File: src/rtl/usb_hs_pkg.sv
package usb_hs_pkg;

    localparam int KIND_W = 3;
    localparam int CODE_W = 3;

    localparam logic [KIND_W-1:0] TK_SETUP = 3'd0;
    localparam logic [KIND_W-1:0] TK_IN    = 3'd1;
    localparam logic [KIND_W-1:0] TK_OUT   = 3'd2;
    localparam logic [KIND_W-1:0] TK_PING  = 3'd3;
    localparam logic [KIND_W-1:0] TK_LPM   = 3'd4;

    localparam logic [1:0] LPM_NONE = 2'd0;
    localparam logic [1:0] LPM_ACK  = 2'd1;
    localparam logic [1:0] LPM_NYET = 2'd2;

    typedef enum logic [CODE_W-1:0] {
        RSP_NONE  = 3'd0,
        RSP_ACK   = 3'd1,
        RSP_NAK   = 3'd2,
        RSP_NYET  = 3'd3,
        RSP_STALL = 3'd4
    } resp_e;

    typedef struct packed {
        logic  valid;
        resp_e code;
    } resp_t;

endpackage

File: src/rtl/usb_hs_ep_sel.sv
module usb_hs_ep_sel #(
    parameter int EP_W = 4,
    localparam int N_EP = 1 << EP_W
) (
    input  logic [EP_W-1:0] ep,
    input  logic [N_EP-1:0] ready,
    input  logic [N_EP-1:0] stall,
    output logic            sel_ready,
    output logic            sel_stall,
    output logic            is_ep0
);

    logic [N_EP-1:0] hit;

    for (genvar g = 0; g < N_EP; g++) begin : g_hit
        assign hit[g] = (ep == EP_W'(g));
    end

    assign sel_ready = |(hit & ready);
    assign sel_stall = |(hit & stall);
    assign is_ep0    = hit[0];

endmodule

File: src/rtl/usb_hs_nr_reg.sv
module usb_hs_nr_reg (
    input  logic clk,
    input  logic rst_n,
    input  logic setup_hit,
    input  logic wr_en,
    input  logic wr_data,
    output logic nr_q
);

    logic nr_d;

    always_comb begin
        nr_d = nr_q;
        if (wr_en) begin
            nr_d = wr_data;
        end
        if (setup_hit) begin
            nr_d = 1'b0;
        end
    end

    always_ff @(posedge clk) begin
        if (!rst_n) begin
            nr_q <= 1'b0;
        end else begin
            nr_q <= nr_d;
        end
    end


    setup_clears_nr_chk: assert property (@(posedge clk) disable iff (!rst_n)
        setup_hit |=> !nr_q);


    write_loads_nr_chk: assert property (@(posedge clk) disable iff (!rst_n)
        (wr_en && !setup_hit) |=> (nr_q == $past(wr_data)));


    nr_holds_chk: assert property (@(posedge clk) disable iff (!rst_n)
        (!wr_en && !setup_hit) |=> $stable(nr_q));

endmodule

File: src/rtl/usb_hs_resp_rule.sv
module usb_hs_resp_rule
    import usb_hs_pkg::*;
(
    input  logic [KIND_W-1:0] kind,
    input  logic              is_ep0,
    input  logic              nr,
    input  logic              gnak,
    input  logic              rdy,
    input  logic              stl,
    input  logic [1:0]        lpm_sel,
    output resp_e             code
);

    always_comb begin
        code = RSP_NONE;
        unique case (kind)
            TK_SETUP: code = RSP_ACK;
            TK_LPM: begin
                if (lpm_sel == LPM_ACK) begin
                    code = RSP_ACK;
                end else if (lpm_sel == LPM_NYET) begin
                    code = RSP_NYET;
                end else begin
                    code = RSP_NONE;
                end
            end
            TK_IN, TK_OUT, TK_PING: begin
                if (is_ep0 && nr) begin
                    code = RSP_NONE;
                end else if (gnak) begin
                    code = RSP_NAK;
                end else if (stl) begin
                    code = RSP_STALL;
                end else if (rdy) begin
                    code = RSP_ACK;
                end else begin
                    code = RSP_NAK;
                end
            end
            default: code = RSP_NONE;
        endcase
    end

endmodule

File: src/rtl/usb_hs_resp_sel.sv
module usb_hs_resp_sel
    import usb_hs_pkg::*;
#(
    parameter int EP_W = 4,
    localparam int N_EP = 1 << EP_W
) (
    input  logic              clk,
    input  logic              rst_n,
    input  logic              tok_valid,
    input  logic [KIND_W-1:0] tok_kind,
    input  logic [EP_W-1:0]   tok_ep,
    input  logic [N_EP-1:0]   ep_ready,
    input  logic [N_EP-1:0]   ep_stall,
    input  logic              gnak_en,
    input  logic [1:0]        lpm_sel,
    input  logic              nr_wr_en,
    input  logic              nr_wr_data,
    output logic              nr_state,
    output logic              resp_valid,
    output logic [CODE_W-1:0] resp_code
);

    logic  sel_ready;
    logic  sel_stall;
    logic  is_ep0;
    logic  setup_hit;
    resp_e rule_code;
    resp_t resp_d;
    resp_t resp_q;

    assign setup_hit = tok_valid && (tok_kind == TK_SETUP);

    usb_hs_ep_sel #(.EP_W(EP_W)) u_ep_sel (
        .ep        (tok_ep),
        .ready     (ep_ready),
        .stall     (ep_stall),
        .sel_ready (sel_ready),
        .sel_stall (sel_stall),
        .is_ep0    (is_ep0)
    );

    usb_hs_nr_reg u_nr_reg (
        .clk       (clk),
        .rst_n     (rst_n),
        .setup_hit (setup_hit),
        .wr_en     (nr_wr_en),
        .wr_data   (nr_wr_data),
        .nr_q      (nr_state)
    );

    usb_hs_resp_rule u_rule (
        .kind    (tok_kind),
        .is_ep0  (is_ep0),
        .nr      (nr_state),
        .gnak    (gnak_en),
        .rdy     (sel_ready),
        .stl     (sel_stall),
        .lpm_sel (lpm_sel),
        .code    (rule_code)
    );

    always_comb begin
        resp_d.valid = tok_valid;
        resp_d.code  = tok_valid ? rule_code : RSP_NONE;
    end

    always_ff @(posedge clk) begin
        if (!rst_n) begin
            resp_q <= '{valid: 1'b0, code: RSP_NONE};
        end else begin
            resp_q <= resp_d;
        end
    end

    assign resp_valid = resp_q.valid;
    assign resp_code  = resp_q.code;


    strobe_follows_tok_chk: assert property (@(posedge clk) disable iff (!rst_n)
        tok_valid |=> resp_valid);


    strobe_idle_chk: assert property (@(posedge clk) disable iff (!rst_n)
        !tok_valid |=> !resp_valid);


    idle_code_zero_chk: assert property (@(posedge clk) disable iff (!rst_n)
        !resp_valid |-> (resp_code == '0));


    setup_ack_chk: assert property (@(posedge clk) disable iff (!rst_n)
        setup_hit |=> (resp_code == RSP_ACK));


    ep0_silent_chk: assert property (@(posedge clk) disable iff (!rst_n)
        (tok_valid && nr_state && tok_ep == '0
         && (tok_kind == TK_IN || tok_kind == TK_OUT || tok_kind == TK_PING))
        |=> (resp_code == RSP_NONE));


    gnak_nak_chk: assert property (@(posedge clk) disable iff (!rst_n)
        (tok_valid && gnak_en && !(nr_state && tok_ep == '0)
         && (tok_kind == TK_IN || tok_kind == TK_OUT || tok_kind == TK_PING))
        |=> (resp_code == RSP_NAK));


    lpm_silent_chk: assert property (@(posedge clk) disable iff (!rst_n)
        (tok_valid && tok_kind == TK_LPM && (lpm_sel == 2'd0 || lpm_sel == 2'd3))
        |=> (resp_code == RSP_NONE));

endmodule

File: config.mk
export PLATFORM = sky130hd
export DESIGN_NAME = usb_hs_resp_sel
export DESIGN_NICKNAME = d
export VERILOG_FILES = /design/src/rtl/usb_hs_pkg.sv /design/src/rtl/usb_hs_ep_sel.sv /design/src/rtl/usb_hs_nr_reg.sv /design/src/rtl/usb_hs_resp_rule.sv /design/src/rtl/usb_hs_resp_sel.sv
export SDC_FILE = /design/constraint.sdc
export NUM_CORES = 1
export LEC_CHECK = 0
export ABC_AREA = 1
export BUFFER_PORTS_ARGS = -buffer_cell sky130_fd_sc_hd__clkbuf_2
export CAP_MARGIN = 20
export CORE_MARGIN = 1.5
export CORE_UTILIZATION = 37
export DETAILED_ROUTE_END_ITERATION = 7
export GPL_TIMING_DRIVEN = 0
export PLACE_DENSITY = 0.79
export REMOVE_ABC_BUFFERS = 1
export SLEW_MARGIN = 10
export SYNTH_ARGS = -nofsm -noshare
export SYNTH_HDL_FRONTEND = slang
export SYNTH_SLANG_ARGS = --single-unit
File: constraint.sdc
create_clock -name clk -period 1.35 [get_ports clk]
set_input_delay 0.2025 -clock clk [delete_from_list [all_inputs] [get_ports clk]]
set_output_delay 0.2025 -clock clk [all_outputs]
set_load 0.05 [all_outputs]
==> metrics <==
synth unique cells 14; Syn Std Cell Area 591 sq um; CP Max Fanout 9; critical path cell sequence clkbuf_2 -> nor2_2 -> nand3_1 -> nand2_1 -> nor2_1 -> nand2_1 -> nor2_1 -> nor2_1 -> nand3_1 -> a21oi_1; vias 867; Critical Path AT 1.33 ns; DR pass1 iterations 5; fraction of synthesized cell area in xor and xnor cells 0%; Die Y 43.0 um; Post-Synth Adder-Cell Area 2.12%; Starting Density 39.2%; Slew HR 75.1%; Lkg Pwr 0.000559 uW; post-synthesis sequential area ratio 16.9%; Setup Skew 0.000599 ns; Power Dens Cells 627 nW/um^2; Synth Area in Compound Gates 5.51%; Chip Width 43.0 um; Cells after Synth 108; vias in the first global route 788; synth top area cells nand3_1 28%, nand2_1 19%, dfxtp_1 17%, nor2_1 8.9%, nor2_4 7.6%; post-synthesis simple-gate area fraction 67.8%; FMAX 0.878 GHz; Final Core Density 59.2%; fin crit period 1.14 ns; wirelength, routed 1.70 mm; dominant cell type by area after synthesis nand3_1; Core ar. 1510 sq um; crit start category input port; CTS tree done; mux cell area share after synthesis 0%; FILL cells 154; hold buffers post-CTS 0; Syn Area/Cell 5.47 sq um; Clock Tree Root clkbuf_4; Final HPWL DP 1.44 mm; Slew @ Worst Pin 0.373 ns; DRC 0; Peak VDD IR 0.000276 V; Area Overhead vs Synth 51.1%; Worst EP required 1.54 ns; post-route ant nets 0; CP endpoint kind register; Total GRT Usage 20.6%; fraction of layout cells with a size suffix above 1 40.5%; status finished clean; Seq. cell area 100 sq um; Final Cell Area 892 sq um; post-CTS setup buffers 0; dpl cell area 866 sq um; initial antenna violation count 0; Clock Tree Buf Depth 2; Antenna diodes 0; CP Buf/Inv Count 1; max_cap viols 0; total gr overflow 0; largest net degree at the start of global routing 10; clock sinks 5; Final GP Congestion 0.797; DR WL/cell 9.51 um; CP delay by family, top simple AND/OR/NAND/NOR gates; Slew Limit Fails 0; Syn. warnings 0; Buffers on Ports 51; I/O pin count 52; Power, Total 560 uW; most frequent CP cell nor2_1; H-tree depth 1; fin nets 212; register bit total from synthesis 5; DR iter-0 viols 10; final setup fails 0; unrepaired setup endpoints after global routing false; Setup TNS 0 ns; Reg clk slew, reported paths 0.05 ns; first-pass GRT wire length 3.02 mm; Die ar. 1840 sq um; fin crit share 84.4%; final hold viol count 0; CP max stage delay 0.34 ns; TritonCTS buffer count 3; HP Class input port to register; Setup CP Type input port to register; Via density 4.84; Yosys top cell area share 28.0%; area of the multi-input gates 445 sq um; CP max stage cell nor2_2; largest family of logic cells by synthesized area simple AND/OR/NAND/NOR gates; post-cts resize count 0; Worst-Skew Late Latency 0.25 ns; Rows 14
## cell families after synthesis
kind of cell	after synthesis
adder cells (fa/ha/maj)	1
AO/OA/AOI/OAI	5
buffers and inverters	12
AND/OR/NAND/NOR	85
flip-flops	5
## power by group
group / internal, uW / total [uW] / leakage (uW) / switching, uW
clock: 113 / 189 / 0.0000150 / 76.5
combinational: 87.6 / 213 / 0.000503 / 126
sequential: 154 / 157 / 0.0000410 / 2.44
total: 355 / 560 / 0.000559 / 205
## cell usage after synthesis
cell type,instances
a21oi_1,1
a21oi_2,1
a221oi_1,1
dfxtp_1,5
ha_1,1
inv_1,8
inv_2,4
nand2_1,30
nand3_1,33
nor2_1,14
nor2_2,3
nor2_4,4
nor4_1,1
o21ai_0,2
## flip-flops by register name (all words and copies together) (netlist names)
signal,flops
resp_valid,1
u_nr_reg.nr_q,1
resp_code,3
## metal layers
metal  global-route usage (%)  share of wire (%)  vias to the layer above
li1                         -                  -                      467
met1                     25.4                 42                      365
met2                     35.8                 50                       30
met3                     3.40                6.0                        5
met4                     7.27                2.2                        0
met5                        0                  0                        -
## metrics by stage
| stage | std cells | worst slack (ns) | hold slack, ns |
|---|---|---|---|
| floorplan | 108 | 0.226 | 0.281 |
| global placement | 175 | -0.00962 | 0.415 |
| detailed placement | 175 | -0.0344 | 0.417 |
| CTS | 179 | 0.219 | 0.150 |
| global route | 179 | 0.0248 | 0.165 |
| finish | 179 | 0.211 | 0.150 |
## worst register-to-register path: stages, from the launching register on
cell     delay [ns]
dfxtp_1        0.32
nand3_1        0.09
nand2_1        0.07
nor4_1         0.25
## cell type report
type | count | area share (%)
timing repair buffer | 51 | 28.6
clock buffer | 4 | 2.95
tap | 16 | 2.24
inverter | 12 | 5.05
multi-input combinational | 91 | 49.9
sequential | 5 | 11.2
## path summary, 6_finish.rpt
| kind | start | end | slack [ns] | cells past startpoint |
|---|---|---|---|---|
| setup / recovery | tok_ep[3] | resp_code[0] | 0.21 | 10 |
| hold / removal | gnak_en | resp_code[2] | 0.15 | 2 |
| setup reg to reg | u_nr_reg.nr_q | resp_code[2] | 0.53 | 3 |
| hold reg to reg | u_nr_reg.nr_q | u_nr_reg.nr_q | 0.59 | 2 |
## layout by cell type (no fill, tap or decap), types with 3 or more instances in the layout
cell / count
nor2_1: 14
nand2_1: 30
inv_2: 4
dfxtp_1: 5
nand3_1: 33
nor2_2: 3
clkbuf_2: 51
nor2_4: 4
inv_1: 8
clkbuf_4: 3
No activity file was read; power rests on OpenSTA's default activity.
